`config.mk`:
```
export PLATFORM = sky130hd
export DESIGN_NAME = wdog_periph
export DESIGN_NICKNAME = d
export VERILOG_FILES = /design/src/rtl/wdog_pkg.sv /design/src/rtl/wdog_regbank.sv /design/src/rtl/wdog_downcount.sv /design/src/rtl/wdog_status.sv /design/src/rtl/wdog_periph.sv
export SDC_FILE = /design/constraint.sdc
export NUM_CORES = 1
export LEC_CHECK = 0
export BUFFER_PORTS_ARGS = -buffer_cell sky130_fd_sc_hd__buf_4
export CAP_MARGIN = 20
export CORE_MARGIN = 5
export CORE_UTILIZATION = 50
export DETAILED_ROUTE_END_ITERATION = 16
export GPL_TIMING_DRIVEN = 0
export PLACE_DENSITY = 0.91
export SETUP_SLACK_MARGIN = 0.4
export SLEW_MARGIN = 20
export SYNTH_ARGS = -nofsm -noshare
export SYNTH_HDL_FRONTEND = slang
export SYNTH_SLANG_ARGS = --single-unit
export TNS_END_PERCENT = 10
```
`constraint.sdc`:
```
create_clock -name clk -period 2.1 [get_ports clk]
set_clock_uncertainty 0.05 [all_clocks]
set_input_delay 0.21 -clock clk [delete_from_list [all_inputs] [get_ports clk]]
set_output_delay 0.21 -clock clk [all_outputs]
set_load 0.03 [all_outputs]
```
`src/rtl/wdog_pkg.sv`:
```
`timescale 1ns/1ps
// Shared constants and types of the watchdog peripheral.
// Assumes the field positions below are fixed by software and must not move.
package wdog_pkg;
    localparam int WORD_W      = 32;
    localparam int FIELD_W     = 12;
    localparam int RELOAD_LSB  = 0;
    localparam int WINDOW_LSB  = 16;
    localparam int FAULT_BIT   = 12;
    localparam int RSTEN_BIT   = 13;
    localparam int DIS_BIT     = 15;
    localparam int IDLE_BIT    = 28;
    localparam int DBG_BIT     = 29;
    localparam int KEY_LSB     = 24;
    localparam int KEY_W       = 8;
    localparam logic [KEY_W-1:0] KEY_VAL = 8'hA5;
    localparam int RESTART_BIT = 0;
    localparam logic [1:0] IDX_MODE = 2'd0;
    localparam logic [1:0] IDX_CTRL = 2'd1;
    localparam logic [1:0] IDX_STAT = 2'd2;

    typedef struct packed {
        logic               idle_frz;
        logic               dbg_frz;
        logic               fault_en;
        logic               rst_en;
        logic               disabled;
        logic [FIELD_W-1:0] window;
        logic [FIELD_W-1:0] reload;
    } mode_t;

    // Ticks for a timeout of secs seconds, saturated to the field width.
    function automatic logic [FIELD_W-1:0] secs_to_ticks(input int secs, input int per_sec);
        longint raw;
        raw = (secs == 0) ? 0 : longint'(secs) * longint'(per_sec) - 1;
        if (raw > longint'((1 << FIELD_W) - 1)) raw = longint'((1 << FIELD_W) - 1);
        return FIELD_W'(raw);
    endfunction

    // Places the mode fields at their register bit positions.
    function automatic logic [WORD_W-1:0] pack_mode(input mode_t m);
        logic [WORD_W-1:0] w;
        w = '0;
        w[RELOAD_LSB +: FIELD_W] = m.reload;
        w[WINDOW_LSB +: FIELD_W] = m.window;
        w[FAULT_BIT] = m.fault_en;
        w[RSTEN_BIT] = m.rst_en;
        w[DIS_BIT]   = m.disabled;
        w[IDLE_BIT]  = m.idle_frz;
        w[DBG_BIT]   = m.dbg_frz;
        return w;
    endfunction
endpackage

```
`src/rtl/wdog_regbank.sv`:
```
`timescale 1ns/1ps
// Register bank: mode register with disable lock, key-checked restart decode,
// and the read multiplexer. Assumes word-aligned byte addresses.
module wdog_regbank
    import wdog_pkg::*;
#(
    parameter logic [FIELD_W-1:0] RST_TICKS = 12'hFFF,
    parameter int                 ADDR_W    = 4
) (
    input  logic               clk,
    input  logic               rst_n,
    input  logic               sel,
    input  logic               wr,
    input  logic               rd,
    input  logic [ADDR_W-1:0]  addr,
    input  logic [WORD_W-1:0]  wdata,
    input  logic               stat_flag,
    output mode_t              mode,
    output logic               mode_wr,
    output logic               restart,
    output logic               stat_rd,
    output logic [FIELD_W-1:0] load_val,
    output logic [WORD_W-1:0]  rdata
);
    localparam int IDX_LSB = 2;

    logic [1:0] idx;
    logic       unused_bits;

    assign idx         = addr[IDX_LSB +: 2];
    assign unused_bits = ^{addr[1:0], wdata[14]};

    // Decode the bus strobes per register.
    assign mode_wr = sel && wr && (idx == IDX_MODE);
    assign stat_rd = sel && rd && (idx == IDX_STAT);
    assign restart = sel && wr && (idx == IDX_CTRL)
                  && (wdata[KEY_LSB +: KEY_W] == KEY_VAL) && wdata[RESTART_BIT];

    // Counter load value: the reload the mode register holds after this edge.
    assign load_val = (mode_wr && !mode.disabled) ? wdata[RELOAD_LSB +: FIELD_W] : mode.reload;

    // Mode register update; count fields locked while currently disabled.
    always_ff @(posedge clk) begin
        if (!rst_n) begin
            mode          <= '0;
            mode.reload   <= RST_TICKS;
            mode.window   <= RST_TICKS;
            mode.rst_en   <= 1'b1;
        end else if (mode_wr) begin
            mode.disabled <= wdata[DIS_BIT];
            mode.fault_en <= wdata[FAULT_BIT];
            mode.rst_en   <= wdata[RSTEN_BIT];
            mode.idle_frz <= wdata[IDLE_BIT];
            mode.dbg_frz  <= wdata[DBG_BIT];
            if (!mode.disabled) begin
                mode.reload <= wdata[RELOAD_LSB +: FIELD_W];
                mode.window <= wdata[WINDOW_LSB +: FIELD_W];
            end
        end
    end

    // Read multiplexer.
    always_comb begin
        rdata = '0;
        if (idx == IDX_MODE) rdata = pack_mode(mode);
        else if (idx == IDX_STAT) rdata[0] = stat_flag;
    end
endmodule

```
`src/rtl/wdog_downcount.sv`:
```
`timescale 1ns/1ps
// Down-counter: decrements on gated ticks, flags expiry at zero and reloads.
// Assumes slow_tick is a one-cycle strobe in the clk domain.
module wdog_downcount
    import wdog_pkg::*;
#(
    parameter logic [FIELD_W-1:0] RST_TICKS = 12'hFFF
) (
    input  logic               clk,
    input  logic               rst_n,
    input  logic               tick,
    input  logic               idle_in,
    input  logic               dbg_in,
    input  mode_t              mode,
    input  logic               load,
    input  logic [FIELD_W-1:0] load_val,
    output logic [FIELD_W-1:0] cnt,
    output logic               run,
    output logic               expire
);
    // Tick gating by disable and the two freeze conditions.
    assign run = tick && !mode.disabled
              && !(mode.idle_frz && idle_in)
              && !(mode.dbg_frz && dbg_in);

    // A load (restart or mode write) overrides a coincident expiry.
    assign expire = run && (cnt == '0) && !load;

    // Counter state.
    always_ff @(posedge clk) begin
        if (!rst_n)        cnt <= RST_TICKS;
        else if (load)     cnt <= load_val;
        else if (run)      cnt <= (cnt == '0) ? mode.reload : cnt - 1'b1;
    end
endmodule

```
`src/rtl/wdog_status.sv`:
```
`timescale 1ns/1ps
// Expiry flag, interrupt level and reset-request pulse.
// Assumes a set by expiry wins over a clear by read in the same cycle.
module wdog_status (
    input  logic clk,
    input  logic rst_n,
    input  logic expire,
    input  logic stat_rd,
    input  logic fault_en,
    input  logic rst_en,
    output logic flag,
    output logic irq,
    output logic rst_req
);
    // Sticky expiry flag, cleared by a status read.
    always_ff @(posedge clk) begin
        if (!rst_n)       flag <= 1'b0;
        else if (expire)  flag <= 1'b1;
        else if (stat_rd) flag <= 1'b0;
    end

    // Reset request pulse when fault routing is off.
    always_ff @(posedge clk) begin
        if (!rst_n) rst_req <= 1'b0;
        else        rst_req <= expire && !fault_en && rst_en;
    end

    assign irq = flag && fault_en;
endmodule

```
`src/rtl/wdog_periph.sv`:
```
`timescale 1ns/1ps
// Watchdog peripheral top: register bank, down-counter, status/outputs.
// Assumes TICKS_PER_S strobes per second on slow_tick.
module wdog_periph
    import wdog_pkg::*;
#(
    parameter int TIMEOUT_S   = 16,
    parameter int TICKS_PER_S = 256,
    parameter int ADDR_W      = 4
) (
    input  logic              clk,
    input  logic              rst_n,
    input  logic              bus_sel,
    input  logic              bus_wr,
    input  logic              bus_rd,
    input  logic [ADDR_W-1:0] bus_addr,
    input  logic [WORD_W-1:0] bus_wdata,
    output logic [WORD_W-1:0] bus_rdata,
    input  logic              slow_tick,
    input  logic              cpu_idle,
    input  logic              cpu_debug,
    output logic              fault_irq,
    output logic              sys_rst_req
);
    localparam logic [FIELD_W-1:0] RST_TICKS = secs_to_ticks(TIMEOUT_S, TICKS_PER_S);

    mode_t              mode_q;
    logic               mode_wr, restart, stat_rd, stat_flag;
    logic               cnt_run, expire, cnt_load;
    logic [FIELD_W-1:0] load_val, cnt_q;

    assign cnt_load = mode_wr || restart;

    wdog_regbank #(.RST_TICKS(RST_TICKS), .ADDR_W(ADDR_W)) regs_i (
        .clk(clk), .rst_n(rst_n), .sel(bus_sel), .wr(bus_wr), .rd(bus_rd),
        .addr(bus_addr), .wdata(bus_wdata), .stat_flag(stat_flag),
        .mode(mode_q), .mode_wr(mode_wr), .restart(restart), .stat_rd(stat_rd),
        .load_val(load_val), .rdata(bus_rdata)
    );

    wdog_downcount #(.RST_TICKS(RST_TICKS)) cnt_i (
        .clk(clk), .rst_n(rst_n), .tick(slow_tick), .idle_in(cpu_idle),
        .dbg_in(cpu_debug), .mode(mode_q), .load(cnt_load), .load_val(load_val),
        .cnt(cnt_q), .run(cnt_run), .expire(expire)
    );

    wdog_status stat_i (
        .clk(clk), .rst_n(rst_n), .expire(expire), .stat_rd(stat_rd),
        .fault_en(mode_q.fault_en), .rst_en(mode_q.rst_en),
        .flag(stat_flag), .irq(fault_irq), .rst_req(sys_rst_req)
    );
endmodule

```
==> impl_metrics.py <==
metrics = {
    "critical_path": {
        "setup.worst_path.end_class": "register",
        "startpoint_type": "register",
        "crit_required_ns": 2.25,
        "crit_type": "reg2reg",
        "cp.arrival_ns": 1.89,
        "largest_fanout_on_the_critical_path": 5,
    },
    "cts": {
        "worstSkewPairLatency_ns": 0.30,
        "ctsRootBufferMaster": "clkbuf_8",
        "deepest_level_of_the_cts_h_tree": 2,
        "ctsHoldBuffers": 0,
        "cts_max_path_buffers": 2,
        "cts_buffer_count": 5,
        "tritoncts": "built",
        "clk_pin_slew_worst_paths_ns": 0.08,
        "cts_sinks": 43,
    },
    "synth": {
        "synth_cell_types": 49,
        "synth_warnings": 0,
        "synth_cells": 284,
        "async_flop_share": 0,
        "synth_area_per_cell_um2": 8.11,
        "ffs_latches_synth": 43,
        "synth_enable_flop_cells": 0,
        "yosys_most_used_dff": "dfxtp_1",
        "share_of_synthesized_area_occupied_by_flip_flops_and_latches": 0.374,
        "synthesis.area_um2": 2300,
    },
    "place": {
        "gp_congestion": 0.905,
        "hpwl_um": 4840,
        "buffer_ports.inserted": 70,
    },
    "sta": {
        "max_slew_margin": 0.651,
        "hold_viol_final": 0,
        "final-max-slew-violation-count": 0,
        "fmax_ghz": 0.572,
        "unrepaired_setup_endpoints_after_global_routing": "yes",
        "timing.final.crit_period_ns": 1.75,
        "timing_worst_slew_pin_value_ns": 0.523,
        "finalCritPeriodShare": 0.832,
        "totalNegativeSetupSlack_ns": 0,
        "timing.final.setup_violations": 0,
    },
    "finish": {
        "diodes": 0,
        "synthToLayoutAreaGrowth_pct": 37.7,
        "commonest_cells_after_routing_fill_and_taps_aside": "buf_4, nand2_1, dfxtp_1",
        "layout-drive-gt1-share": 0.342,
        "fin_util": 0.718,
        "nets": 419,
        "layout.cells.most_common": "buf_4",
    },
    "floorplan": {
        "floorplan.die.width_um": 77.9,
        "placementRows": 24,
        "area_inside_the_core_boundary_um2": 4410,
        "dieArea_um2": 6060,
        "fp.dieH_um": 77.9,
        "ioPinCount": 78,
        "initial_standard_cell_utilization_of_the_core": 0.522,
    },
    "detailed_routing": {
        "drt_drc_violations_left": 0,
        "num_vias": 2421,
        "first_pass_iters": 5,
        "mean_routed_wirelength_per_cell_um": 16.5,
        "post_drt_via_cell_ratio": 5.68,
        "drt_iter0_markers": 264,
        "postRouteWirelength_um": 7020,
        "postRouteAntennaNets": 0,
    },
    "power_and_ir_drop": {
        "power.ir.vdd_worst_uv": 384,
        "power_per_cell_area_nw_per_um2": 607,
        "power.static_leakage_nw": 1.46,
    },
    "grt": {
        "antenna_found_initial": 0,
        "grt.total_usage": 0.218,
        "grt_max_degree": 14,
        "grt_remaining_overflow": 0,
        "global_route_wire_length_before_repair_um": 11000,
        "number_of_global_route_vias_before_repair": 2391,
    },
    "hold_path": {
        "type_of_the_tightest_min_delay_check": "in2reg",
    },
    "job": {
        "max_cap_check_violation_count": 0,
    },
    "run_status": {
        "outcome": "completed",
    },
}
==> Yosys cell counts (2+ instances only) <==
cell,count,share of area
buf_6,3,0.015
ha_1,2,0.011
nor2_1,13,0.021
o21ai_0,7,0.015
dfxtp_1,43,0.37
buf_2,4,0.0087
nand2_2,2,0.0054
inv_1,5,0.0082
a211oi_1,4,0.013
o22a_1,10,0.038
nor2b_1,7,0.019
buf_4,5,0.016
nor3_2,2,0.0087
or3_1,2,0.0054
mux2i_1,9,0.039
and2_1,30,0.082
clkbuf_1,6,0.0098
nand3_1,29,0.063
nand3b_1,2,0.0065
a22oi_1,3,0.0098
a211o_1,2,0.0076
a2bb2oi_1,3,0.011
xnor2_1,2,0.0076
a21oi_1,2,0.0043
nor3_1,4,0.0087
nand2_1,60,0.098
==> cell families (layout without fill, tap and decap cells) <==
| logic type | Yosys count | after routing | synth area share |
|---|---|---|---|
| other | 1 | 3 | 0.00163 |
| AO/OA/AOI/OAI | 41 | 41 | 0.138 |
| AND/OR/NAND/NOR | 162 | 162 | 0.365 |
| XOR/XNOR | 2 | 2 | 0.00761 |
| adder cells (fa/ha/maj) | 2 | 2 | 0.0109 |
| flip-flops | 43 | 43 | 0.374 |
| buffers and inverters | 24 | 112 | 0.0636 |
| multiplexers | 9 | 9 | 0.0391 |
==> timing repair <==
action | in CTS | in global routing
setup endpoints to repair | 32 | 24
hold endpoints to repair | 0 | 0
cloned | 1 | 0
setup buffers | 2 | 7
pin swaps | 2 | 3
gates resized for setup | 10 | 16
==> stage by stage <==
stage	area, µm²	cells	setup WS [ns]	total power [mW]	hold WS (ns)
finish	3170	426	0.352	1.92	0.0632
global placement	2900	408	0.205	1.22	0.368
global route	3170	426	0.280	1.98	0.0718
detailed placement	2900	408	0.155	1.23	0.374
floorplan	2310	286	0.431	1.08	0.283
CTS	3070	419	0.346	1.90	0.0635
==> layout make-up <==
| class | instances | area (µm²) |
|---|---|---|
| Buffer | 19 | 134 |
| Clock buffer | 6 | 82.6 |
| Clock inverter | 2 | 35.0 |
| Fill cell | 341 | 1240 |
| Inverter | 5 | 18.8 |
| Multi-Input combinational cell | 219 | 1360 |
| Sequential cell | 43 | 873 |
| Tap cell | 52 | 65.1 |
| Timing Repair Buffer | 80 | 598 |
==> final timing paths <==
| path | slack [ns] | cells past startpoint | start | to |
|---|---|---|---|---|
| min | 0.06 | 3 | bus_wdata[22] | regs_i.mode[18] |
| max | 0.35 | 7 | cnt_i.cnt[2] | cnt_i.cnt[2] |
| max reg2reg | 0.35 | 7 | cnt_i.cnt[2] | cnt_i.cnt[2] |
| min reg2reg | 0.41 | 2 | regs_i.mode[19] | regs_i.mode[19] |
==> where the power goes <==
group,internal (mW),leakage (nW),switching (mW),total (mW)
clock,0.385,0.0612,0.296,0.682
sequential,0.843,0.351,0.0282,0.871
combinational,0.169,1.04,0.200,0.370
==> routing by layer <==
metal / global-route usage / wire, µm
met3: 0.0625 / 650
met4: 0.0670 / 56
met5: 0 / 0
met1: 0.264 / 2790
met2: 0.373 / 3520
==> worst max-delay path: stages (launching register included) <==
cell	delay [ns]
dfxtp_4	0.37
nor4_4	0.30
buf_4	0.18
nand4_4	0.11
buf_6	0.18
mux2i_1	0.16
o2111ai_1	0.15
o21a_1	0.15
==> registers in the layout, indices dropped and copies added, names as in the netlist <==
name	count
cnt_i.cnt	12
regs_i.mode	29
stat_i.flag	1
stat_i.rst_req	1
No activity file was read; power rests on OpenSTA's default activity.
